`src/rtl/spd_pkg.sv`:
```
package spd_pkg;
  localparam int DATA_W       = 8;
  localparam int IDX_MEMTYPE  = 2;
  localparam int IDX_ROWS     = 3;
  localparam int IDX_COLS     = 4;
  localparam int IDX_TCK_HI   = 9;
  localparam int IDX_BANKS    = 17;
  localparam int IDX_CASMAP   = 18;
  localparam int IDX_TCK_MID  = 23;
  localparam int IDX_TCK_LO   = 25;
  localparam int IDX_TIMING0  = 27;
  localparam int IDX_CHECKSUM = 63;
  localparam int NUM_TIMINGS  = 4;
  localparam logic [DATA_W-1:0] MEMTYPE_SDRAM = 8'h04;

  typedef struct packed {
    logic       clearAll;
    logic       loadDiv;
    logic       stepDiv;
    logic [1:0] divSel;
  } dp_strobe_t;

  typedef enum logic [2:0] {
    ST_COLLECT,
    ST_LOAD,
    ST_STEP,
    ST_DONE,
    ST_BAD
  } ctl_state_t;

  function automatic logic [DATA_W-1:0] nibbleTenths(input logic [DATA_W-1:0] b);
    return ({4'b0, b[7:4]} * 8'd10) + {4'b0, b[3:0]};
  endfunction
endpackage

```
`src/rtl/spd_datapath.sv`:
```
module spd_datapath
  import spd_pkg::*;
#(
  parameter int IMG_BYTES = 64,
  parameter int IDX_IN_W  = 8,
  parameter int PER_W     = 8,
  parameter int CNT_W     = 12
) (
  input  logic                                  clk,
  input  logic                                  rstN,
  input  dp_strobe_t                            strobes,
  input  logic                                  byteValid,
  input  logic [IDX_IN_W-1:0]                   byteIdx,
  input  logic [DATA_W-1:0]                     byteData,
  input  logic [PER_W-1:0]                      clkPeriodTenths,
  output logic                                  allSeen,
  output logic                                  sumMatch,
  output logic                                  divFinished,
  output logic                                  isSdram,
  output logic [7:0]                            casUsable,
  output logic [DATA_W-1:0]                     rowBits,
  output logic [DATA_W-1:0]                     colBits,
  output logic [2:0]                            bankBits,
  output logic [NUM_TIMINGS-1:0][CNT_W-1:0]     timingClk
);
  localparam int IDX_W = $clog2(IMG_BYTES);
  localparam int REM_W = DATA_W + 4;

  logic [DATA_W-1:0]    imgMem [IMG_BYTES];
  logic [IMG_BYTES-1:0] seenMask;
  logic [DATA_W-1:0]    runSum;
  logic [IDX_W-1:0]     slot;
  logic                 inRange;
  logic                 acceptByte;
  logic [REM_W-1:0]     remT;
  logic [CNT_W-1:0]     cnt;
  logic [REM_W-1:0]     periodEff;
  logic [DATA_W-1:0]    periodByte;
  logic [DATA_W-1:0]    selNs;

  assign slot       = byteIdx[IDX_W-1:0];
  assign inRange    = (byteIdx < IDX_IN_W'(IMG_BYTES));
  assign acceptByte = byteValid && inRange && !seenMask[slot] && !strobes.clearAll;

  always_ff @(posedge clk) begin
    if (!rstN || strobes.clearAll) begin
      seenMask <= '0;
      runSum   <= '0;
      for (int i = 0; i < IMG_BYTES; i++) imgMem[i] <= '0;
    end else if (acceptByte) begin
      imgMem[slot]   <= byteData;
      seenMask[slot] <= 1'b1;
      if (slot != IDX_W'(IDX_CHECKSUM)) runSum <= runSum + byteData;
    end
  end

  assign allSeen  = &seenMask;
  assign sumMatch = (runSum == imgMem[IDX_CHECKSUM]);

  // Static field decode
  assign isSdram = (imgMem[IDX_MEMTYPE] == MEMTYPE_SDRAM);
  assign rowBits = imgMem[IDX_ROWS];
  assign colBits = imgMem[IDX_COLS];

  always_comb begin
    bankBits = '0;
    for (int i = 0; i < 8; i++)
      if (imgMem[IDX_BANKS] == (DATA_W'(1) << i)) bankBits = 3'(i);
  end

  // Clock period, with zero clamped to one tenth
  assign periodEff  = (clkPeriodTenths == '0) ? REM_W'(1) : REM_W'(clkPeriodTenths);
  assign periodByte = (clkPeriodTenths == '0) ? DATA_W'(1) : DATA_W'(clkPeriodTenths);

  always_comb begin
    int rank;
    logic [DATA_W-1:0] cyc;
    casUsable = '0;
    rank = 0;
    for (int b = 7; b >= 0; b--) begin
      if (imgMem[IDX_CASMAP][b]) begin
        case (rank)
          0:       cyc = imgMem[IDX_TCK_HI];
          1:       cyc = imgMem[IDX_TCK_MID];
          2:       cyc = imgMem[IDX_TCK_LO];
          default: cyc = '0;
        endcase
        if (cyc != '0 && nibbleTenths(cyc) <= periodByte) casUsable[b] = 1'b1;
        rank = rank + 1;
      end
    end
  end

  // Serial divider: repeated subtraction, ceiling result
  assign selNs       = imgMem[IDX_TIMING0 + int'(strobes.divSel)];
  assign divFinished = strobes.stepDiv && (remT <= periodEff);

  always_ff @(posedge clk) begin
    if (!rstN || strobes.clearAll) begin
      remT      <= '0;
      cnt       <= '0;
      timingClk <= '0;
    end else if (strobes.loadDiv) begin
      remT <= REM_W'(selNs) * REM_W'(10);
      cnt  <= '0;
    end else if (strobes.stepDiv) begin
      if (remT <= periodEff) begin
        timingClk[strobes.divSel] <= cnt + CNT_W'(remT != '0);
      end else begin
        remT <= remT - periodEff;
        cnt  <= cnt + CNT_W'(1);
      end
    end
  end

  assert_seen_monotonic_R2: assert property (@(posedge clk) disable iff (!rstN)
    !strobes.clearAll |=> ((seenMask & $past(seenMask)) == $past(seenMask)));

  assert_high_index_ignored_R3: assert property (@(posedge clk) disable iff (!rstN)
    (byteValid && !inRange && !strobes.clearAll) |=> (seenMask == $past(seenMask)));

  assert_rem_shrinks_R6: assert property (@(posedge clk) disable iff (!rstN)
    (strobes.stepDiv && !divFinished && !strobes.clearAll) |=> (remT < $past(remT)));
endmodule

```
`src/rtl/spd_control.sv`:
```
module spd_control
  import spd_pkg::*;
(
  input  logic       clk,
  input  logic       rstN,
  input  logic       imageStart,
  input  logic       allSeen,
  input  logic       sumMatch,
  input  logic       divFinished,
  output dp_strobe_t strobes,
  output logic       infoValid,
  output logic       csumErr
);
  ctl_state_t state, stateNext;
  logic [1:0] sel;

  always_comb begin
    strobes          = '0;
    strobes.clearAll = imageStart;
    strobes.divSel   = sel;
    strobes.loadDiv  = (state == ST_LOAD) && !imageStart;
    strobes.stepDiv  = (state == ST_STEP) && !imageStart;
  end

  always_comb begin
    stateNext = state;
    if (imageStart) begin
      stateNext = ST_COLLECT;
    end else begin
      case (state)
        ST_COLLECT: if (allSeen) stateNext = sumMatch ? ST_LOAD : ST_BAD;
        ST_LOAD:    stateNext = ST_STEP;
        ST_STEP:    if (divFinished) stateNext = (sel == 2'(NUM_TIMINGS - 1)) ? ST_DONE : ST_LOAD;
        default:    stateNext = state;
      endcase
    end
  end

  always_ff @(posedge clk) begin
    if (!rstN) begin
      state <= ST_COLLECT;
      sel   <= '0;
    end else begin
      state <= stateNext;
      if (imageStart || state == ST_COLLECT) sel <= '0;
      else if (state == ST_STEP && divFinished) sel <= sel + 2'd1;
    end
  end

  assign infoValid = (state == ST_DONE);
  assign csumErr   = (state == ST_BAD);

  assert_err_after_full_image_R4: assert property (@(posedge clk) disable iff (!rstN)
    csumErr |-> (allSeen && !sumMatch));

  assert_valid_needs_good_image_R5: assert property (@(posedge clk) disable iff (!rstN)
    infoValid |-> (allSeen && sumMatch));

  assert_valid_holds_R5: assert property (@(posedge clk) disable iff (!rstN)
    (infoValid && !imageStart) |=> infoValid);

  assert_clear_drops_flags_R9: assert property (@(posedge clk) disable iff (!rstN)
    imageStart |=> (!infoValid && !csumErr));
endmodule

```
`src/rtl/spd_timing_decoder.sv`:
```
module spd_timing_decoder
  import spd_pkg::*;
#(
  parameter int IMG_BYTES = 64,
  parameter int IDX_IN_W  = 8,
  parameter int PER_W     = 8,
  parameter int CNT_W     = 12
) (
  input  logic               clk,
  input  logic               rstN,
  input  logic               imageStart,
  input  logic               byteValid,
  input  logic [IDX_IN_W-1:0] byteIdx,
  input  logic [7:0]         byteData,
  input  logic [PER_W-1:0]   clkPeriodTenths,
  output logic               infoValid,
  output logic               csumErr,
  output logic               isSdram,
  output logic [7:0]         casUsable,
  output logic [7:0]         rowBits,
  output logic [7:0]         colBits,
  output logic [2:0]         bankBits,
  output logic [CNT_W-1:0]   tRpClk,
  output logic [CNT_W-1:0]   tRcdClk,
  output logic [CNT_W-1:0]   tRasClk,
  output logic [CNT_W-1:0]   tRrdClk
);
  dp_strobe_t strobes;
  logic allSeen, sumMatch, divFinished;
  logic [NUM_TIMINGS-1:0][CNT_W-1:0] timingClk;

  spd_control u_ctrl (
    .clk(clk), .rstN(rstN), .imageStart(imageStart),
    .allSeen(allSeen), .sumMatch(sumMatch), .divFinished(divFinished),
    .strobes(strobes), .infoValid(infoValid), .csumErr(csumErr)
  );

  spd_datapath #(
    .IMG_BYTES(IMG_BYTES), .IDX_IN_W(IDX_IN_W), .PER_W(PER_W), .CNT_W(CNT_W)
  ) u_dp (
    .clk(clk), .rstN(rstN), .strobes(strobes),
    .byteValid(byteValid), .byteIdx(byteIdx), .byteData(byteData),
    .clkPeriodTenths(clkPeriodTenths),
    .allSeen(allSeen), .sumMatch(sumMatch), .divFinished(divFinished),
    .isSdram(isSdram), .casUsable(casUsable), .rowBits(rowBits),
    .colBits(colBits), .bankBits(bankBits), .timingClk(timingClk)
  );

  // Divider slots follow byte order 27..30
  assign tRpClk  = timingClk[0];
  assign tRrdClk = timingClk[1];
  assign tRcdClk = timingClk[2];
  assign tRasClk = timingClk[3];
endmodule

```
`config.mk`:
```
export PLATFORM = sky130hd
export DESIGN_NAME = spd_timing_decoder
export DESIGN_NICKNAME = d
export VERILOG_FILES = /design/src/rtl/spd_pkg.sv /design/src/rtl/spd_datapath.sv /design/src/rtl/spd_control.sv /design/src/rtl/spd_timing_decoder.sv
export SDC_FILE = /design/constraint.sdc
export NUM_CORES = 1
export LEC_CHECK = 0
export ABC_AREA = 0
export BUFFER_PORTS_ARGS = -buffer_cell sky130_fd_sc_hd__clkbuf_2
export CAP_MARGIN = 0
export CORE_ASPECT_RATIO = 0.7
export CORE_UTILIZATION = 40
export DETAILED_ROUTE_END_ITERATION = 10
export GPL_TIMING_DRIVEN = 0
export PLACE_DENSITY = 0.56
export SYNTH_ARGS = -nofsm -noshare
export SYNTH_HDL_FRONTEND = slang
export SYNTH_SLANG_ARGS = --single-unit
```
`constraint.sdc`:
```
create_clock -name clk -period 18.1 [get_ports clk]
set_input_delay 3.62 -clock clk [delete_from_list [all_inputs] [get_ports clk]]
set_output_delay 3.62 -clock clk [all_outputs]
set_load 0.01 [all_outputs]
```
==> reports/metrics.cfg <==
[outcome]
outcome = completed

[die]
chipHeight_um = 181
dieArea_um2 = 46700
floorplan.initialDensity = 0.406
num_rows = 65
dieWidth_um = 258
ios = 106
fp.coreArea_um2 = 45100

[drt]
drc = 0
top_layer = met4
initialDrtViolationCount = 1470
drt-total-wl_um = 55700
wl_met1_um = 28500
dr_wl_met3_um = 4090
num_vias = 15300
dr.pass1.iters = 9
avgViaCountPerCell = 5.73
drtAntennaViolNets = 0
avgRoutedWirePerCell_um = 20.8
wl_met2_um = 22400

[clocking]
postCtsSetupBuffers = 0
cts_buffers = 27
cts_tree = done
insertion_delay_ns = 0.57
htree_levels = 1
clk_pin_slew_ns = 0.06
root_buffer = clkbuf_16
clockBufferDepth = 3
ctsResizeCount = 0
clock_sinks = 277
ctsHoldBuffers = 0

[worst_setup_path]
crit_top_cell = ha_1
crit_family = adder cells
cp.arrival_ns = 9.16
cp_data_required_time_ns = 14.48
rr_endpoint = u_dp.remT[10]
critical_path.max_fanout = 10
critPathCaptureType = primary output
crit_buf_inv = 7
timing.rr.start = u_ctrl.sel[0]
crit_slowest_cell = a31oi_1
r2r_cells = 19
cpPeakStageDelay_ns = 0.48
critPathKind = register to primary output
crit_path_start_kind = register
startpoint = u_dp.imgMem[18][7]
r2r_setup_slack_ns = 11.83

[synth]
synth_nets = 2144
synth_seq_cells = 277
synthDistinctLibCells = 88
ys_seq_area_frac = 0.372
synth_area_leaders = edfxtp_1 (21%), dfxtp_1 (16%), ha_1 (12%), and2_1 (4.0%), nand2_1 (3.2%)
yosys-top-cells-count = ha_1 (175), nand2_1 (157), dfxtp_1 (149)
synth-edff-count = 128
syn_avg_cell_area_um2 = 9.54
syn_area_um2 = 18300
yosys_warnings = 0
synth_top_area_frac = 0.210
synth_top_cell_by_area = edfxtp_1
ys.flop_type = dfxtp_1
synth.most_common_cell = ha_1
synthArstFlopShare = 0
synthCells = 1922

[sta]
setup_tns_ns = 0
finalHoldViolCount = 0
worst_pin_slew_ns = 1.35
finalCritPeriodShare = 0.706
drv_slew = 0
relSlewSlack = 0.0889
fin_skew_ns = 0.0326
min_period_ns = 12.78
clock.fmax_mhz = 78.3
setup_ws_ns = 5.32
setup_viol_count_final = 0
grt_setup_unrepaired = false

[power]
power.internal_mw = 1.15
power_frac_clock = 0.343
p_total_mw = 1.66
ir_worst_vdd_uv = 62.1
p_per_area_nw_per_um2 = 81.1
combinationalPowerShare = 0.246
power_frac_seq = 0.410
power.switching_mw = 0.510
p_leak_nw = 8.61
swShare = 0.307

[global_routing]
grt_pass1_vias = 14500
antenna_found_initial = 0
grt_start_max_net_pins = 16
grt_pass1_wl_um = 86700
gr-total-overflow = 0
grtUsageTotal = 0.236

[layout]
fillers = 4372
drive_gt1_frac = 0.116
antenna_cells = 0
post-route-util = 0.454
syn2layout_area_growth_pct = 11.8
finalNetCount = 2277

[min_path]
hp-class = register to register
hold_end = u_dp.timingClk[1]
worstHoldPathCells = 2
hp-start = u_dp.timingClk[1]

[placement]
pre_cts_ws_ns = 6.03
gp_congestion = 0.933
numPortBuffers = 103
dp_hpwl_um = 42100

[flow_run]
maxCapViolCount = 0

## cell families (layout without fill, tap and decap cells)
logic type                 after synthesis  in the layout  share of synthesized area
xor gates and xnor gates                99             99                     0.0502
buffers and inverters                  177            330                     0.0389
adders and majority gates              194            194                      0.140
DFF                                    277            277                      0.372
muxes                                   66             66                     0.0496
and+or+nand+nor                        678            678                      0.194
AOI/OAI and AO/OA                      431            431                      0.155
## metrics by stage
stage | area [um^2] | std cells | hold WS, ns
finish | 20500 | 2678 | 0.461
CTS | 20500 | 2678 | 0.463
floorplan | 18300 | 1922 | 0.438
global route | 20500 | 2678 | 0.495
detailed placement | 19600 | 2629 | 0.453
global placement | 19600 | 2628 | 0.446
## cell type report
type	instances	area (um^2)	area share
Clock inverter	14	130	0.00635
Buffer	110	459	0.0224
Timing Repair Buffer	104	523	0.0255
Sequential cell	277	6830	0.333
Clock buffer	35	747	0.0365
Inverter	67	254	0.0124
Multi-Input combinational cell	1468	10800	0.527
Tap cell	603	754	0.0368
## sequential cells by signal, summed over array words and instances, names as in the netlist
name            flops
u_dp.timingClk     48
u_ctrl.sel          2
u_ctrl.state        3
u_dp.imgMem       128
u_dp.seenMask      64
u_dp.remT          12
u_dp.runSum         8
u_dp.cnt           12
## layer usage
metal | GRT usage | vias up
met5 | 0 | -
li1 | - | 7286
met3 | 0.0351 | 55
met1 | 0.380 | 7474
met2 | 0.332 | 531
met4 | 0.0308 | 0
## worst register-to-register path: stages (launching register included)
cell and delay (ns):
dfxtp_1 0.37, clkbuf_1 0.61, clkbuf_1 0.76, inv_1 0.22, ha_1 0.35, buf_1 0.41, clkbuf_1 0.66, mux4_2 0.44
mux2_2 0.31, ha_1 0.30, ha_1 0.23, fa_1 0.40, a21o_1 0.17, a21oi_1 0.21, o21bai_1 0.09, a21oi_1 0.17
xor2_1 0.16, a21oi_1 0.09, a21oi_1 0.14, nor2_1 0.05
## power by group through the flow
stage	clock [mW]	sequential [mW]	combinational (mW)
after CTS	0.575	0.681	0.406
after global routing	0.603	0.683	0.460
after detailed placement	0	0.695	0.403
final	0.571	0.682	0.409
after global placement	0	0.695	0.388
after floorplan	0	0.689	0.298
## cell usage in the layout (no fill, tap or decap), drive strengths merged, types with 13 or more instances in the layout
master    n
xor2     42
a22o     25
nor3     36
and3     35
inv      68
o22ai    13
nor2b    16
mux4     18
nand4    37
a22oi    34
a21o     48
mux2i    29
nand3    79
edfxtp  128
dfxtp   149
fa       19
mux2     19
nand2   157
nand2b   15
nor4     23
clkbuf  212
a21oi   100
o21ai   116
nor2    115
xnor2    57
and2    118
ha      175
buf      37
## worst max path at each step
stage	endpoint	slack (ns)	cells after the start
finish	casUsable[0]	5.32	34
global placement	casUsable[0]	6.06	36
CTS	casUsable[0]	5.39	36
global route	casUsable[0]	4.74	34
detailed placement	casUsable[0]	6.03	36
floorplan	casUsable[0]	7.65	33
No activity file was read; power rests on OpenSTA's default activity.
